--- src/rtl/servo_pkg.sv ---
package servo_pkg;
  localparam int unsigned CMD_W    = 8;
  localparam int unsigned CMD_FULL = (1 << CMD_W) - 1;
  typedef logic [CMD_W-1:0] pos_cmd_t;
endpackage

--- src/rtl/servo_rst_sync.sv ---
module servo_rst_sync #(
  parameter int unsigned STAGES = 2
) (
  input  logic clk_i,
  input  logic rst_ni,
  output logic rst_no
);
  logic [STAGES-1:0] sync_q;

  always_ff @(posedge clk_i or negedge rst_ni) begin
    if (!rst_ni) sync_q <= '0;
    else         sync_q <= {sync_q[STAGES-2:0], 1'b1};
  end

  assign rst_no = sync_q[STAGES-1];
endmodule

--- src/rtl/servo_tick_gen.sv ---
module servo_tick_gen #(
  parameter int unsigned DIV = 100
) (
  input  logic clk_i,
  input  logic rst_ni,
  output logic tick_o
);
  localparam int unsigned CW = (DIV > 1) ? $clog2(DIV) : 1;

  generate
    if (DIV == 1) begin : g_pass
      assign tick_o = 1'b1;
    end else begin : g_div
      logic [CW-1:0] cnt_q, cnt_d;
      logic          wrap;

      assign wrap = (cnt_q == CW'(DIV - 1));

      always_comb begin
        cnt_d = wrap ? '0 : cnt_q + 1'b1;
      end

      always_ff @(posedge clk_i or negedge rst_ni) begin
        if (!rst_ni) cnt_q <= '0;
        else         cnt_q <= cnt_d;
      end

      assign tick_o = wrap;
    end
  endgenerate
endmodule

--- src/rtl/servo_width_map.sv ---
module servo_width_map
  import servo_pkg::*;
#(
  parameter int unsigned MIN_US = 920,
  parameter int unsigned MAX_US = 2120,
  parameter int unsigned TW     = 15
) (
  input  pos_cmd_t      cmd_i,
  output logic [TW-1:0] width_o
);
  localparam int unsigned SPAN = MAX_US - MIN_US;

  logic [31:0] scaled;

  always_comb begin
    scaled  = (32'(cmd_i) * 32'(SPAN)) / 32'(CMD_FULL);
    width_o = TW'(32'(MIN_US) + scaled);
  end
endmodule

--- src/rtl/servo_frame_timer.sv ---
module servo_frame_timer #(
  parameter int unsigned FRAME_US = 20000,
  parameter int unsigned TW       = 15
) (
  input  logic          clk_i,
  input  logic          rst_ni,
  input  logic          tick_i,
  input  logic [TW-1:0] pend_w_i,
  output logic [TW-1:0] frame_cnt_o,
  output logic [TW-1:0] active_w_o,
  output logic          started_o,
  output logic          pulse_o
);
  logic [TW-1:0] cnt_q, cnt_d;
  logic [TW-1:0] act_q, act_d;
  logic          run_q, run_d;
  logic          pls_q, pls_d;
  logic          boundary;

  assign boundary = tick_i && (cnt_q == TW'(FRAME_US - 1));

  always_comb begin
    cnt_d = cnt_q;
    act_d = act_q;
    run_d = run_q;
    if (boundary) begin
      cnt_d = '0;
      act_d = pend_w_i;
      run_d = 1'b1;
    end else if (tick_i) begin
      cnt_d = cnt_q + 1'b1;
    end
    pls_d = run_d && (cnt_d < act_d);
  end

  always_ff @(posedge clk_i or negedge rst_ni) begin
    if (!rst_ni) begin
      cnt_q <= '0;
      act_q <= '0;
      run_q <= 1'b0;
      pls_q <= 1'b0;
    end else begin
      cnt_q <= cnt_d;
      act_q <= act_d;
      run_q <= run_d;
      pls_q <= pls_d;
    end
  end

  assign frame_cnt_o = cnt_q;
  assign active_w_o  = act_q;
  assign started_o   = run_q;
  assign pulse_o     = pls_q;
endmodule

--- src/rtl/servo_pulse_gen.sv ---
module servo_pulse_gen
  import servo_pkg::*;
#(
  parameter int unsigned CLKS_PER_US = 100,
  parameter int unsigned FRAME_US    = 20000,
  parameter int unsigned MIN_US      = 920,
  parameter int unsigned MAX_US      = 2120
) (
  input  logic       clk_i,
  input  logic       rst_ni,
  input  logic [7:0] cmd_i,
  input  logic       load_i,
  output logic       pulse_o
);
  localparam int unsigned TW     = $clog2(FRAME_US + 1);
  localparam int unsigned CENTRE = (MIN_US + MAX_US) / 2;

  logic          rst_n_s;
  logic          tick;
  logic [TW-1:0] mapped_w;
  logic [TW-1:0] pend_w_q, pend_w_d;
  logic [TW-1:0] frame_cnt;
  logic [TW-1:0] active_w;
  logic          started;

  servo_rst_sync #(.STAGES(2)) u_rst (
    .clk_i  (clk_i),
    .rst_ni (rst_ni),
    .rst_no (rst_n_s)
  );

  servo_tick_gen #(.DIV(CLKS_PER_US)) u_tick (
    .clk_i  (clk_i),
    .rst_ni (rst_n_s),
    .tick_o (tick)
  );

  servo_width_map #(.MIN_US(MIN_US), .MAX_US(MAX_US), .TW(TW)) u_map (
    .cmd_i   (pos_cmd_t'(cmd_i)),
    .width_o (mapped_w)
  );

  always_comb begin
    pend_w_d = pend_w_q;
    if (load_i) pend_w_d = mapped_w;
  end

  always_ff @(posedge clk_i or negedge rst_n_s) begin
    if (!rst_n_s) pend_w_q <= TW'(CENTRE);
    else          pend_w_q <= pend_w_d;
  end

  servo_frame_timer #(.FRAME_US(FRAME_US), .TW(TW)) u_frame (
    .clk_i       (clk_i),
    .rst_ni      (rst_n_s),
    .tick_i      (tick),
    .pend_w_i    (pend_w_q),
    .frame_cnt_o (frame_cnt),
    .active_w_o  (active_w),
    .started_o   (started),
    .pulse_o     (pulse_o)
  );
endmodule

--- config.mk ---
export PLATFORM = sky130hd
export DESIGN_NAME = servo_pulse_gen
export DESIGN_NICKNAME = d
export VERILOG_FILES = /design/src/rtl/servo_pkg.sv /design/src/rtl/servo_rst_sync.sv /design/src/rtl/servo_tick_gen.sv /design/src/rtl/servo_width_map.sv /design/src/rtl/servo_frame_timer.sv /design/src/rtl/servo_pulse_gen.sv
export SDC_FILE = /design/constraint.sdc
export NUM_CORES = 1
export LEC_CHECK = 0
export BUFFER_PORTS_ARGS = -buffer_cell sky130_fd_sc_hd__buf_2
export CORE_MARGIN = 5
export CORE_UTILIZATION = 65
export CTS_CLUSTER_SIZE = 28
export DETAILED_ROUTE_END_ITERATION = 8
export PLACE_DENSITY = 0.82
export SLEW_MARGIN = 20
export SYNTH_ARGS = -nofsm -noshare
export SYNTH_HDL_FRONTEND = slang
export SYNTH_SLANG_ARGS = --single-unit
--- constraint.sdc ---
create_clock -name clk_i -period 1.9 [get_ports clk_i]
set_input_delay 0.095 -clock clk_i [delete_from_list [all_inputs] [get_ports clk_i]]
set_output_delay 0.095 -clock clk_i [all_outputs]
set_load 0.005 [all_outputs]
==> impl_metrics.toml, run 1 <==
[run_status]
status = "aborted with a tool error"
stop_stage = "clock tree synthesis"
toolErrorMsg = "[ERROR DPL-0038] Utilization greater than 100%, impossible to legalize"

[yosys]
synth_fp_nets = 823
synth_cells = 745
syn-cell-area_sq_mm = 0.00646
share_of_synthesized_flip_flops_with_an_asynchronous_set_or_reset = 1.00
yosysSeqAreaShare = 0.210
count_of_flip_flops_with_a_built_in_enable_after_synthesis = 0
synth.distinct_cells = 99
postSynthRegisterBits = 54
yosys_warnings = 0
postSynth.topFlopCell = "sky130_fd_sc_hd__dfrtp_1"
synth_area_per_cell_sq_um = 8.68

[floorplan]
die_width_um = 110
top_level_ports = 12
floorplan.initialDensity = 0.664
die-height_um = 110
rows = 36

[cts]
cts_resized = 191
post_cts.repair.setup_buffers = 75
htree_levels = 2
clockBufferDepth = 2
cts_buffer_count = 5
clkSinkCount = 54
clock_tree.root_cell = "sky130_fd_sc_hd__clkbuf_8"
cts_hold_buffers = 1

[place]
io_buffer_count = 11
hpwl_um = 20900
gpl.final_weighted_congestion = 1.10
placed_area_sq_mm = 0.00910
-- synth_stat cells (all sizes together) (15+ instances only) --
cell / n / area (sq um)
ha: 60 / 751
nand3: 30 / 155
dfrtp: 48 / 1200
o211ai: 15 / 123
and3: 15 / 93.8
nor3: 25 / 161
inv: 41 / 154
o21ai: 41 / 216
nand2: 41 / 154
mux2i: 23 / 230
a21oi: 33 / 195
nor2: 61 / 229
xnor2: 35 / 307
-- cells by family after synthesis --
logic type | count (synthesis) | synth area share
xor+xnor | 49 | 0.0699
fa+ha+maj | 68 | 0.139
other cells | 1 | 0.000580
buf+inv | 61 | 0.0385
simple gates | 265 | 0.233
mux | 33 | 0.0530
compound gates | 214 | 0.256
flops | 54 | 0.210
-- stage by stage --
stage	utilization	std cells	setup slack [ns]
3_5_place_dp	0.936	1152	-8.09
3_3_place_gp	0.936	1152	-7.36
2_1_floorplan	-	745	-7.40
==> run 2: changes to the inputs <==
Settings changed: CORE_UTILIZATION 65 to 40, CTS_CLUSTER_SIZE 28 to default, PLACE_DENSITY 0.82 to default, PLACE_DENSITY_LB_ADDON from default to 0.15.
==> run 2 against run 1 <==
  * Synthesized cell count stayed put
  * The flow now finishes, with violations (negative setup slack)
  * Area after synthesis stayed put
==> impl_metrics.toml, run 2 <==
[run_status]
status = "finished with violations"
failed_checks = "negative setup slack"

[floorplan]
die-area_sq_mm = 0.0188
rows = 46
floorplan.initialDensity = 0.407
die_width_um = 137
die-height_um = 137
top_level_ports = 12
core_area_sq_mm = 0.0159

[routing]
detail-route-antenna-nets = 0
detail_route.first_pass.iterations = 5
routedWlPerCell_um = 17.0
vias_per_cell = 5.58
routed-via-count = 7427
wl_um = 22600
post-route-drc-count = 0
starting_drt_drc_count = 351

[yosys]
yosys_warnings = 0
postSynth.topFlopCell = "sky130_fd_sc_hd__dfrtp_1"
yosysMostFrequentCell = "sky130_fd_sc_hd__nor2_1"
synth_cells = 745
synth.top_cell.area_share = 0.186
syn-cell-area_sq_mm = 0.00646
synth.area.top_cells = "sky130_fd_sc_hd__dfrtp_1, sky130_fd_sc_hd__ha_1, sky130_fd_sc_hd__xnor2_1"
synth_fp_nets = 823
yosysSeqAreaShare = 0.210
count_of_flip_flops_with_a_built_in_enable_after_synthesis = 0
synth.distinct_cells = 99
postSynthRegisterBits = 54
synth_area_per_cell_sq_um = 8.68
share_of_synthesized_flip_flops_with_an_asynchronous_set_or_reset = 1.00
yosysTopAreaCell = "sky130_fd_sc_hd__dfrtp_1"
synth.cells.most_frequent = "sky130_fd_sc_hd__nor2_1, sky130_fd_sc_hd__ha_1, sky130_fd_sc_hd__dfrtp_1"

[layout]
drive_above_1_share = 0.549
insertedDiodeCount = 0
fillerInstances = 1230
nets = 1191
most-common-layout-cells = "sky130_fd_sc_hd__buf_4, sky130_fd_sc_hd__ha_1, sky130_fd_sc_hd__dfrtp_1, sky130_fd_sc_hd__nor2_1, sky130_fd_sc_hd__buf_6"
syn_to_final_growth_pct = 69.8
mostFrequentLayoutCell = "sky130_fd_sc_hd__buf_4"

[timing]
rsz0062_at_grt = "true"
skew_ns = 0.0108
setup-tns-final_ns = -96.02
final-hold-violation-count = 0
fin_crit_sh = 4.78
final-max-slew-violation-count = 0
hold_slack_ns = 0.104
fmaxAchievable_mhz = 110
worst_pin_slew_ns = 0.635
layout_setup_ws_ns = -7.17
relSlewSlack = 0.577
timing.final.setup_violations = 42
finalWorstPathRequiredPeriod_ns = 9.07

[critical_path]
critical-path-slowest-cell = "sky130_fd_sc_hd__fa_1"
critical_path.most_common_cell = "sky130_fd_sc_hd__buf_4"
setup.reg_to_reg.worst_slack_ns = -1.89
rr_endpoint = "u_frame.pulse_o"
path_max_fanout = 6
worstSetupPathType = "in -> reg"
worst_setup_end_kind = "flop"
r2r_cells = 19
worst_r2r_startpoint = "u_tick.g_div.cnt_q[0]"
worst-endpoint-arrival_ns = 9.25
cp_slowest_stage_delay_ns = 0.61
setup.worst_path.start_class = "input pin"
timing.critical_path.required_ns = 2.07

[place]
post-place-ws_ns = -7.75
hpwl_um = 16600
gpl.final_weighted_congestion = 0.915
io_buffer_count = 11

[cts]
tritoncts = "yes"
cts_buffer_count = 5
clkSinkCount = 54
clock_tree.root_cell = "sky130_fd_sc_hd__clkbuf_16"
htree_levels = 2
clock_pin_slew_on_the_worst_setup_and_hold_paths_ns = 0.07
clockBufferDepth = 2
insertion_delay_ns = 0.29

[min_path]
min_path_type = "in -> async"

[job]
drv_cap = 0

[grt]
grt_first_pass_wirelength_um = 36200
grt_start_max_net_pins = 23
antenna_found_initial = 0
global_route.overflow_total = 0
vias_in_the_first_global_route = 7633
gr-usage-all-layers = 0.234
[run 2: timing repair]
action | 4_1_cts | 5_1_grt
hold endpoints to repair | 2 | 0
endpoints found under the setup margin | 42 | 43
buffers inserted | 55 | 26
cloned | 1 | 0
pin swaps | 71 | 38
gates resized for setup | 139 | 74
hold buffers | 1 | 0
[run 2: per-layer routing]
layer	global-route usage	wire, um	up-vias
met2	0.428	11800	174
met3	0.0217	665	53
met5	0	0	-
met4	0.0776	691	0
met1	0.285	9390	3633
li1	-	-	3567
[run 2: layout make-up]
cell class / instances / area, sq um / area share
timing repair buffer: 380 / 3000 / 0.274
multi-input combinational: 631 / 6050 / 0.551
sequential: 54 / 1360 / 0.124
tap: 216 / 270 / 0.0246
clock buffer: 7 / 133 / 0.0121
inverter: 41 / 154 / 0.0140
clock inverter: 1 / 7.51 / 0.000684
[run 2: worst max-delay path by stage]
stage / from / to / cells after the start
after floorplan: cmd_i[4] / pend_w_q[0] / 39
after global placement: cmd_i[5] / pend_w_q[0] / 38
after detailed placement: cmd_i[5] / pend_w_q[0] / 41
after CTS: cmd_i[6] / pend_w_q[0] / 42
after global routing: cmd_i[6] / pend_w_q[0] / 44
final: cmd_i[5] / pend_w_q[0] / 42
[run 2: per-stage QoR]
| step | util | area (sq um) | std cells |
|---|---|---|---|
| global route | 0.691 | 11000 | 1330 |
| finish | 0.691 | 11000 | 1330 |
| CTS | 0.658 | 10500 | 1311 |
| detailed placement | 0.589 | 9360 | 1255 |
| global placement | 0.589 | 9360 | 1255 |
| floorplan | - | 6890 | 745 |
[run 2: cell families (layout without fill, tap and decap cells)]
group / count (synthesis) / count (layout) / synth area share
adder cells (fa/ha/maj): 68 / 68 / 0.139
other: 1 / 1 / 0.000580
flip-flops: 54 / 54 / 0.210
AND/OR/NAND/NOR: 265 / 266 / 0.233
buffers and inverters: 61 / 429 / 0.0385
AO/OA/AOI/OAI: 214 / 214 / 0.256
multiplexers: 33 / 33 / 0.0530
XOR/XNOR: 49 / 49 / 0.0699
[run 2: worst max-delay path: cells and delay by family]
kind            cells  cell delay, ns
compound gates     13            3.05
fa+ha+maj           8            2.28
simple gates       10            2.07
buf+inv             7            1.18
xor+xnor            4            0.56
Power of run 2 is left out: the tool's default activity adds up to more than one toggle a clock period on the data nets, which glitch-free logic cannot reach.
==> run 3: changes to the inputs <==
Settings changed: TNS_END_PERCENT from default to 30.
==> run 3 against run 2 <==
  * The run still ends with negative setup slack left
  * Final area fell by 2.6%
  * Sequential cell count unchanged
  * Utilization shrank 1.8 points
  * Clock skew is 0.0067 ns lower
  * Global-route usage down 0.49 points
  * Clock-buffer cell count unchanged
  * Maximum frequency shrank 1.8%
  * Worst hold slack better by 0.014 ns
  * Setup slack lost 0.17 ns
  * Via count is 2.5% lower
  * Sequential share of layout area up 0.33 points
  * Routed wire length is 4.1% lower
==> impl_metrics.toml, run 3 (synthesis results as in run 2) <==
[place]
gpl.final_weighted_congestion = 0.918
hpwl_um = 16700
placed_area_sq_mm = 0.00937
place_inst = 1262
io_buffer_count = 11

[routing]
routedWlPerCell_um = 16.5
detail-route-antenna-nets = 0
starting_drt_drc_count = 291
routed-via-count = 7243
detail_route.first_pass.iterations = 5
vias_per_cell = 5.53
post-route-drc-count = 0
wl_um = 21700

[critical_path]
critical_path.most_common_cell = "sky130_fd_sc_hd__ha_4"
critical-path-slowest-cell = "sky130_fd_sc_hd__fa_2"
setup.worst_path.start_class = "input pin"
path_max_fanout = 6
r2r_cells = 18
cpLargestDelayFamily = "adder cells"
cp.depth = 44
critPathBufInv = 9
worst-endpoint-arrival_ns = 9.42
worst_setup_end_kind = "flop"
timing.critical_path.required_ns = 2.08
cp_slowest_stage_delay_ns = 0.58
worstSetupPathType = "in -> reg"

[layout]
nets = 1171
final_core_utilization = 0.673
most-common-layout-cells = "sky130_fd_sc_hd__buf_4, sky130_fd_sc_hd__nor2_1, sky130_fd_sc_hd__ha_1, sky130_fd_sc_hd__dfrtp_1, sky130_fd_sc_hd__nand2_1"
stdcell_count = 1310
final_area_sq_mm = 0.0107
syn_to_final_growth_pct = 65.4
insertedDiodeCount = 0
drive_above_1_share = 0.517
mostFrequentLayoutCell = "sky130_fd_sc_hd__buf_4"

[cts]
cts_buffer_count = 5
htree_levels = 2
insertion_delay_ns = 0.29
clock_pin_slew_on_the_worst_setup_and_hold_paths_ns = 0.06
clkSinkCount = 54
tritoncts = "yes"
clock_tree.root_cell = "sky130_fd_sc_hd__clkbuf_16"
clockBufferDepth = 2

[grt]
gr-usage-all-layers = 0.229
grt_start_max_net_pins = 29
antenna_found_initial = 0
vias_in_the_first_global_route = 7527
grt_first_pass_wirelength_um = 35400
global_route.overflow_total = 0

[timing]
fmaxAchievable_mhz = 108
worst_pin_slew_ns = 0.533
fin_crit_sh = 4.86
rsz0062_at_grt = "true"
skew_ns = 0.00409
final-hold-violation-count = 0
timing.final.setup_violations = 42
finalWorstPathRequiredPeriod_ns = 9.24
layout_setup_ws_ns = -7.34
setup-tns-final_ns = -94.30
relSlewSlack = 0.642
final-max-slew-violation-count = 0

[floorplan]
die-area_sq_mm = 0.0188
core_area_sq_mm = 0.0159
rows = 46
top_level_ports = 12
floorplan.initialDensity = 0.407
die_width_um = 137
die-height_um = 137

[run_status]
failed_checks = "negative setup slack"
status = "finished with violations"

[min_path]
min_path_type = "in -> async"

[job]
drv_cap = 0
-- run 3: worst paths after layout --
| kind | start | end | slack, ns |
|---|---|---|---|
| worst max-delay path | cmd_i[6] | pend_w_q[0] | -7.34 |
| worst min-delay path | rst_ni | u_rst.sync_q[0] | 0.12 |
| worst max register to register | u_tick.g_div.cnt_q[0] | u_frame.pulse_o | -1.71 |
| worst min register to register | u_rst.sync_q[1] | u_frame.active_w_o[0] | 0.25 |
| max in group asynchronous | u_rst.sync_q[1] | u_frame.frame_cnt_o[7] | 1.11 |
| min in group clk_i | load_i | pend_w_q[4] | 0.23 |
-- run 3: routing by layer --
| metal | global-route usage | wire (um) | vias to the layer above |
|---|---|---|---|
| met3 | 0.0195 | 590 | 58 |
| li1 | - | - | 3516 |
| met4 | 0.0815 | 590 | 0 |
| met1 | 0.277 | 9250 | 3512 |
| met2 | 0.421 | 11200 | 157 |
| met5 | 0 | 0 | - |
-- run 3: worst register-to-register path, cell delays in order, from the launching register on --
cell	delay [ns]
sky130_fd_sc_hd__dfrtp_1	0.36
sky130_fd_sc_hd__ha_2	0.19
sky130_fd_sc_hd__nand2_2	0.05
sky130_fd_sc_hd__or3_4	0.34
sky130_fd_sc_hd__nor3b_4	0.21
sky130_fd_sc_hd__and3_4	0.24
sky130_fd_sc_hd__nand3_4	0.09
sky130_fd_sc_hd__nor2_4	0.22
sky130_fd_sc_hd__buf_4	0.17
sky130_fd_sc_hd__mux2i_4	0.23
sky130_fd_sc_hd__ha_1	0.27
sky130_fd_sc_hd__nor2b_1	0.14
sky130_fd_sc_hd__o21ai_0	0.15
sky130_fd_sc_hd__nand2b_1	0.08
sky130_fd_sc_hd__a21oi_1	0.15
sky130_fd_sc_hd__nor2b_1	0.06
sky130_fd_sc_hd__o21ai_1	0.11
sky130_fd_sc_hd__nand2b_1	0.08
sky130_fd_sc_hd__a2111oi_2	0.35
-- run 3: repair_timing --
action / CTS / global route
hold buffers: 1 / 0
endpoints found under the hold margin: 2 / 0
endpoints found under the setup margin: 42 / 43
pin swaps: 47 / 58
resized for setup: 101 / 71
buffers inserted: 26 / 19
-- run 3: layout make-up --
cell class                      instances  area, sq um
Tap cell                              216          270
Clock buffer                            7          143
Multi-Input combinational cell        630         5970
Clock inverter                          1         5.00
Sequential cell                        54         1360
Timing Repair Buffer                  361         2790
Fill cell                            1259         5190
Inverter                               41          154
-- run 3: through the flow --
step           hold slack [ns]  setup slack (ns)
2_1_floorplan           -0.201             -7.40
3_3_place_gp            -0.120             -7.46
3_5_place_dp            -0.117             -7.65
4_1_cts                  0.119             -7.09
5_1_grt                  0.146             -7.64
6_report                 0.118             -7.34
Power of run 3 is left out for the same reason.
